==> src/rtl/ams_pkg.sv <==
package ams_pkg;

  typedef enum logic [1:0] {
    ST_PWRDN = 2'd0,
    ST_ACQ   = 2'd1,
    ST_RUN   = 2'd2
  } seqState_t;

  // strobes from control to datapath
  typedef struct packed {
    logic passReq;    // gate may release samples at the next boundary
    logic forceZero;  // clear output immediately
  } gateStrobe_t;

endpackage

==> src/rtl/ams_tick_timer.sv <==
module ams_tick_timer #(
  parameter int unsigned LIMIT = 100
) (
  input  logic clk,
  input  logic rstN,
  input  logic clear,
  input  logic tick,
  output logic expired
);
  localparam int unsigned CNT_W = $clog2(LIMIT + 1);
  localparam logic [CNT_W-1:0] LIMIT_C = CNT_W'(LIMIT);

  logic [CNT_W-1:0] tickCnt;

  assign expired = (tickCnt == LIMIT_C);

  always_ff @(posedge clk) begin
    if (!rstN) begin
      tickCnt <= '0;
    end else if (clear) begin
      tickCnt <= '0;
    end else if (tick && !expired) begin
      tickCnt <= tickCnt + 1'b1;
    end
  end
endmodule

==> src/rtl/ams_ctrl.sv <==
module ams_ctrl
  import ams_pkg::*;
#(
  parameter int unsigned TIMEOUT_TICKS = 100
) (
  input  logic        clk,
  input  logic        rstN,
  input  logic        pwrDownN,
  input  logic        pllLocked,
  input  logic        rateFound,
  input  logic        clkPresent,
  input  logic        msTick,
  output gateStrobe_t gateStb,
  output logic        filterRst,
  output logic        unlocked
);
  seqState_t state, stateNxt;
  logic      armed;
  logic      pdReqPrev;
  logic      windowExpired;
  logic      lockReady;

  assign lockReady = pllLocked && rateFound && clkPresent;

  ams_tick_timer #(.LIMIT(TIMEOUT_TICKS)) u_timer (
    .clk     (clk),
    .rstN    (rstN),
    .clear   (state != ST_ACQ),
    .tick    (msTick),
    .expired (windowExpired)
  );

  always_comb begin
    stateNxt = state;
    if (!pwrDownN) begin
      stateNxt = ST_PWRDN;
    end else begin
      unique case (state)
        ST_PWRDN: if (armed) stateNxt = ST_ACQ;
        ST_ACQ:   if (lockReady && !windowExpired) stateNxt = ST_RUN;
        ST_RUN:   if (!clkPresent) stateNxt = ST_ACQ;
        default:  stateNxt = ST_PWRDN;
      endcase
    end
  end

  always_ff @(posedge clk) begin
    if (!rstN) begin
      state     <= ST_PWRDN;
      armed     <= 1'b0;
      pdReqPrev <= 1'b0;
      filterRst <= 1'b0;
    end else begin
      state     <= stateNxt;
      pdReqPrev <= !pwrDownN;
      filterRst <= !pwrDownN && !pdReqPrev;
      if (!pwrDownN) armed <= 1'b1;
    end
  end

  assign unlocked          = (state != ST_RUN);
  assign gateStb.passReq   = (state == ST_RUN);
  assign gateStb.forceZero = (state == ST_PWRDN);
endmodule

==> src/rtl/ams_gate.sv <==
module ams_gate
  import ams_pkg::*;
#(
  parameter int unsigned SAMPLE_W = 24
) (
  input  logic                clk,
  input  logic                rstN,
  input  gateStrobe_t         gateStb,
  input  logic                sampleValid,
  input  logic [SAMPLE_W-1:0] sampleIn,
  output logic [SAMPLE_W-1:0] sampleOut,
  output logic                sampleOutValid
);
  always_ff @(posedge clk) begin
    if (!rstN) begin
      sampleOut      <= '0;
      sampleOutValid <= 1'b0;
    end else begin
      sampleOutValid <= sampleValid;
      if (gateStb.forceZero) begin
        sampleOut <= '0;
      end else if (sampleValid) begin
        sampleOut <= gateStb.passReq ? sampleIn : '0;
      end
    end
  end
endmodule

==> src/rtl/audio_mute_seq.sv <==
module audio_mute_seq
  import ams_pkg::*;
#(
  parameter int unsigned SAMPLE_W      = 24,
  parameter int unsigned TIMEOUT_TICKS = 100
) (
  input  logic                clk,
  input  logic                rstN,
  input  logic                pwrDownN,
  input  logic                pllLocked,
  input  logic                rateFound,
  input  logic                clkPresent,
  input  logic                msTick,
  input  logic                sampleValid,
  input  logic [SAMPLE_W-1:0] sampleIn,
  output logic [SAMPLE_W-1:0] sampleOut,
  output logic                sampleOutValid,
  output logic                filterRst,
  output logic                unlocked
);
  gateStrobe_t gateStb;

  ams_ctrl #(.TIMEOUT_TICKS(TIMEOUT_TICKS)) u_ctrl (
    .clk        (clk),
    .rstN       (rstN),
    .pwrDownN   (pwrDownN),
    .pllLocked  (pllLocked),
    .rateFound  (rateFound),
    .clkPresent (clkPresent),
    .msTick     (msTick),
    .gateStb    (gateStb),
    .filterRst  (filterRst),
    .unlocked   (unlocked)
  );

  ams_gate #(.SAMPLE_W(SAMPLE_W)) u_gate (
    .clk            (clk),
    .rstN           (rstN),
    .gateStb        (gateStb),
    .sampleValid    (sampleValid),
    .sampleIn       (sampleIn),
    .sampleOut      (sampleOut),
    .sampleOutValid (sampleOutValid)
  );
endmodule

==> config.mk <==
export PLATFORM = sky130hd
export DESIGN_NAME = audio_mute_seq
export DESIGN_NICKNAME = d
export VERILOG_FILES = /design/src/rtl/ams_pkg.sv /design/src/rtl/ams_tick_timer.sv /design/src/rtl/ams_ctrl.sv /design/src/rtl/ams_gate.sv /design/src/rtl/audio_mute_seq.sv
export SDC_FILE = /design/constraint.sdc
export NUM_CORES = 1
export LEC_CHECK = 0
export ABC_CLOCK_PERIOD_IN_PS = 1500
export CAP_MARGIN = 20
export CORE_UTILIZATION = 45
export CTS_CLUSTER_SIZE = 30
export DETAILED_ROUTE_END_ITERATION = 16
export DONT_BUFFER_PORTS = 1
export HOLD_SLACK_MARGIN = 0.03
export PLACE_DENSITY_LB_ADDON = 0.08
export REMOVE_ABC_BUFFERS = 1
export SLEW_MARGIN = 40
export SYNTH_ARGS = -nofsm -noshare
export SYNTH_HDL_FRONTEND = slang
export SYNTH_HIERARCHICAL = 1
export SYNTH_SLANG_ARGS = --single-unit
==> constraint.sdc <==
create_clock -name clk -period 1.5 [get_ports clk]
set_input_delay 0.15 -clock clk [delete_from_list [all_inputs] [get_ports clk]]
set_output_delay 0.15 -clock clk [all_outputs]
set_load 0.01 [all_outputs]
After elaboration in Yosys (flattened, before gate mapping)
Index checks and enable logic that the tools add are counted.
{ "word_totals": {"register_bits": 37, "inputBits": 32, "out_inout_bits": 27} }
{ "classes": {"n_addsub": 1, "n_eq_ne": 8, "muxes": 5, "bitwise_logic": 1, "reduce_logical": 13} }
{ "op_table": {"columns": ["operator", "count"], "rows": [
  ["24-bit two-way mux", 1],
  ["7-bit by 1-bit adder with 7-bit output (second input constant)", 1],
  ["7-bit == test (second input constant)", 1],
  ["2-bit two-way mux", 3],
  ["2-bit by 1-bit != test with 1-bit output (second input constant)", 3],
  ["2-bit one-hot mux with 3 select lines", 1],
  ["1-bit logical AND", 5],
  ["2-bit != test (second input constant)", 2],
  ["2-bit OR reduction", 2],
  ["1-bit zero test", 3],
  ["3-bit AND reduction", 1],
  ["2-bit by 1-bit == test with 1-bit output (second input constant)", 1],
  ["2-bit == test (second input constant)", 1],
  ["2-bit zero test", 1],
  ["2-bit AND reduction", 1],
  ["1-bit NOT", 1]
]} }

Depth between registers and ports, before layout
{ "depth": {"word_depth": 5, "mapped_depth": 7, "ltp_nobuf": 7} }

Modules after synthesis
Netlist, hierarchy kept.
{ "modules_own_cells": {"columns": ["module", "instances", "cells_per_inst", "area_each_um2"], "rows": [
  ["ams_gate", 1, 109, 1106.1],
  ["ams_tick_timer", 1, 45, 372.9],
  ["ams_ctrl", 1, 21, 196.4]
]} }

Worst setup path after synthesis
Ideal clock, no wire load.
{ "synth_timing": {"path_kind": "register -> register", "start": "reg u_ctrl.u_timer.tickCnt[0]", "end": "reg u_ctrl.state[0]", "arrival_ns": 1.055, "path_slack_ns": 0.322, "path_stages_with_launch": 8, "path_buffers": 0, "period_less_slack_ns": 1.178, "cell_sequence": "dfxtp_1 > inv_1 > ha_1 > nand2_1 > nor3_1 > nand4b_1 > nand2b_1 > o31ai_1"} }
{ "synth_via": {"elab_chain_cells": 5} }
{ "synth_lines": {"columns": ["item", "line_no", "text"], "rows": [
  ["start: declaration", "ams_tick_timer.sv:13", "logic [CNT_W-1:0] tickCnt;"],
  ["start signal: assignment", "ams_tick_timer.sv:23", "tickCnt <= tickCnt + 1'b1;"],
  ["7-bit == test", "ams_tick_timer.sv:15", "assign expired = (tickCnt == LIMIT_C);"],
  ["net u_ctrl.windowExpired", "ams_ctrl.sv:20", "logic windowExpired;"],
  ["1-bit zero test", "ams_ctrl.sv:40", "ST_ACQ: if (lockReady && !windowExpired) stateNxt = ST_RUN;"],
  ["1-bit logical AND", "ams_ctrl.sv:40", null],
  ["2-bit by 1-bit != test with 1-bit output (no line)", null, null],
  ["3-bit AND reduction (no line)", null, null],
  ["end signal: assignment", "ams_ctrl.sv:54", "state <= stateNxt;"],
  ["end: declaration", "ams_ctrl.sv:17", "seqState_t state, stateNxt;"]
]} }
The timed path passes the listed nets, and every way through them passes these cells.
A chain may end at the register's enable or synchronous reset.

Final worst setup path
Same ends and word-level chain as after synthesis.

==> run summary <==
Number of distinct library cells after synthesis: 33
Maximum root-to-sink buffer count: 2
Final Instance Area: 0.00201 mm^2
Worst rel slew slack: 0.661
Fin crit share: 0.882
Cell area after synthesis: 0.00168 mm^2
Drc violations: 0
Width of the die: 63.0 um
Core utilization of the finished layout: 0.583
Transition at the pin with the smallest max-transition slack: 0.509 ns
Nets@finish: 233
H-tree lvl count: 2
Number of warnings printed during yosys synthesis: 6
Hpwl dp: 2170 um
Core box area: 0.00344 mm^2
Power density over cell area: 883 mW/mm^2
Count of final setup violators: 0
Input/output buffers: 0
Primary FF master, synth: dfxtp_1
Vias after detailed routing: 1271
Via count of the first global-routing pass: 1245
First-pass GRT wire length: 5620 um
Register-to-Register Setup Slack: 0.18 ns
Vias/cell: 5.19
Data arrival time at the worst-slack endpoint: 1.49 ns
Number of nets with antenna violations after detailed routing: 0
Global Route Usage Sum: 0.183
Maximum frequency from static timing analysis: 755 MHz
Detail-routed net length per standard cell: 14.3 um
Routability cong.: 0.742
Sequential fraction of the synthesis area: 0.442
Area delta synth->final: 19.9%
Number of top-level pins: 59
Diode count: 0
Clock tree sinks: 37
Fraction of layout cells with a size suffix above 1: 0.191
Yosys top cell area share: 0.442
Hold Slack: 0.0392 ns
Synthesis-stage register bit count: 37
Synthesized area divided by synthesized cell count: 9.57 um^2
Die outline area: 0.00397 mm^2
Cell leakage power: 0.592 nW
Clock slew at the register clock pins of the worst setup and hold paths: 0.06 ns
FILL cells: 320
Later-pin clock latency in the skew report: 0.28 ns
Crit path time final: 1.32 ns
DRC violation total after the first TritonRoute iteration: 59
Placement-stage cell area: 0.00169 mm^2
Mapped Cells: 175
Number of max-slew violations in the final report: 0
Clock Root Buffer: clkbuf_8
Final WL: 3510 um
Count of flip-flops with a built-in enable after synthesis: 0
RSZ-0062 raised after global routing: no
Critical Path RT: 1.66 ns
Die Height: 63.0 um
Antenna violations before repair: 0
Top fanout value on the critical path: 5
Total Neg Setup Slack: 0 ns
Number of hold-slack violations in the final timing report: 0
Worst setup path category: reg -> reg
IR Drop Worst-Case VDD: 495 uV
Top cells by area in the synthesized netlist: dfxtp_1, nand2b_1, a21oi_2, nand3_2, a21oi_1
Status: complete, no violations
Initial Util: 0.487
Launching element type of the critical path: flop
Number of core rows: 21
TritonCTS buffer count: 5
Sum of internal, switching and leakage power: 1.77 mW
TritonCTS clock tree: built
Final clock skew: 0.00121 ns
Endpoint kind of the worst setup timing path: flop
Post-synthesis async set-or-reset flop share: 0
Number of cells on the worst reg-to-reg path: 7
Length of the first detailed-routing pass in iterations: 4
Most area-hungry cell type in the Yosys netlist: dfxtp_1
Global route total overflow: 0
Total of max-cap violations: 0
Worst hold stages: 2
Hold WC Path Type: in -> reg
Maximum number of pins on one net before global-route repair: 30
registers in the layout (all words and copies together), names as in the netlist:
signal and count:
u_ctrl/armed 1, u_ctrl/filterRst 1, u_ctrl/pdReqPrev 1, u_ctrl/state 2, u_ctrl/u_timer/tickCnt 7, u_gate/sampleOut 24
u_gate/sampleOutValid 1
layer usage:
layer / track usage / wire length, um
met1: 0.207 / 1490
met2: 0.320 / 1720
met3: 0.0620 / 265
met4: 0.0523 / 31
met5: 0 / 0
power breakdown:
group / total [mW] / switching (mW) / internal [mW]
registers: 0.997 / 0.00636 / 0.991
clock network: 0.667 / 0.303 / 0.364
logic: 0.109 / 0.0446 / 0.0645
total: 1.77 / 0.354 / 1.42
cell usage in the layout, fill, tap and decap left out, types with 2 or more instances in the layout:
cell           netlist  final
dfxtp_1             37     37
nand2b_1            30     30
dlygate4sd3_1        0     23
a21oi_2             15     15
nand3_2             13     13
a21oi_1             12     12
nand2_1             11     11
nand3_1             11     11
clkbuf_8             0      6
inv_1                5      5
nand4b_1             3      3
nor2b_1              3      3
o21ai_0              3      3
buf_4                4      2
nor2_1               2      2
nand4_1              2      2
or3_1                2      2
mux2i_1              2      2
ha_1                 2      2
critical path, stage by stage, from the launching register on:
cell	delay [ns]
dfxtp_1	0.40
inv_1	0.08
ha_1	0.19
nand2_1	0.12
nor3_1	0.07
nand4b_1	0.19
nand2b_1	0.09
o31ai_1	0.07
through the flow:
step | std cells | setup WS [ns]
after floorplan | 165 | 0.0254
after global placement | 214 | 0.269
after detailed placement | 214 | 0.187
after CTS | 244 | 0.00785
after global routing | 245 | 0.0769
final | 245 | 0.176
Yosys cell counts (all sizes together) (2+ instances only):
| master | number |
|---|---|
| dfxtp | 37 |
| nand2b | 30 |
| a21oi | 27 |
| nand3 | 24 |
| nand2 | 11 |
| buf | 9 |
| inv | 5 |
| o21ai | 4 |
| nand4b | 3 |
| nor2b | 3 |
| ha | 2 |
| mux2i | 2 |
| nand4 | 2 |
| nor2 | 2 |
| or3 | 2 |
final timing paths:
check,from,end
worst min-delay path,sampleIn[6],u_gate/sampleOut[6]
worst max-delay path,u_ctrl/u_timer/tickCnt[0],u_ctrl/state[0]
worst max register to register,u_ctrl/u_timer/tickCnt[0],u_ctrl/state[0]
worst min register to register,u_ctrl/pdReqPrev,u_ctrl/filterRst
cells by family after synthesis:
family | after synthesis | synth area share
simple gates | 81 | 0.309
compound gates | 37 | 0.157
flops | 37 | 0.442
buf+inv | 15 | 0.0597
mux | 2 | 0.0119
fa+ha+maj | 2 | 0.0149
xor+xnor | 1 | 0.00523
layout make-up:
| type | count | area, um^2 | share of cell area |
|---|---|---|---|
| multi-input combinational | 123 | 835 | 0.416 |
| sequential | 37 | 741 | 0.369 |
| timing repair buffer | 27 | 270 | 0.135 |
| clock buffer | 7 | 86.3 | 0.0430 |
| tap | 46 | 57.6 | 0.0287 |
| inverter | 5 | 18.8 | 0.00935 |
what timing repair did:
action	CTS	global route
resized for setup	0	0
buffers inserted	0	0
hold buffers	23	1
hold endpoints to repair	25	1
No activity file was read; power rests on OpenSTA's default activity.
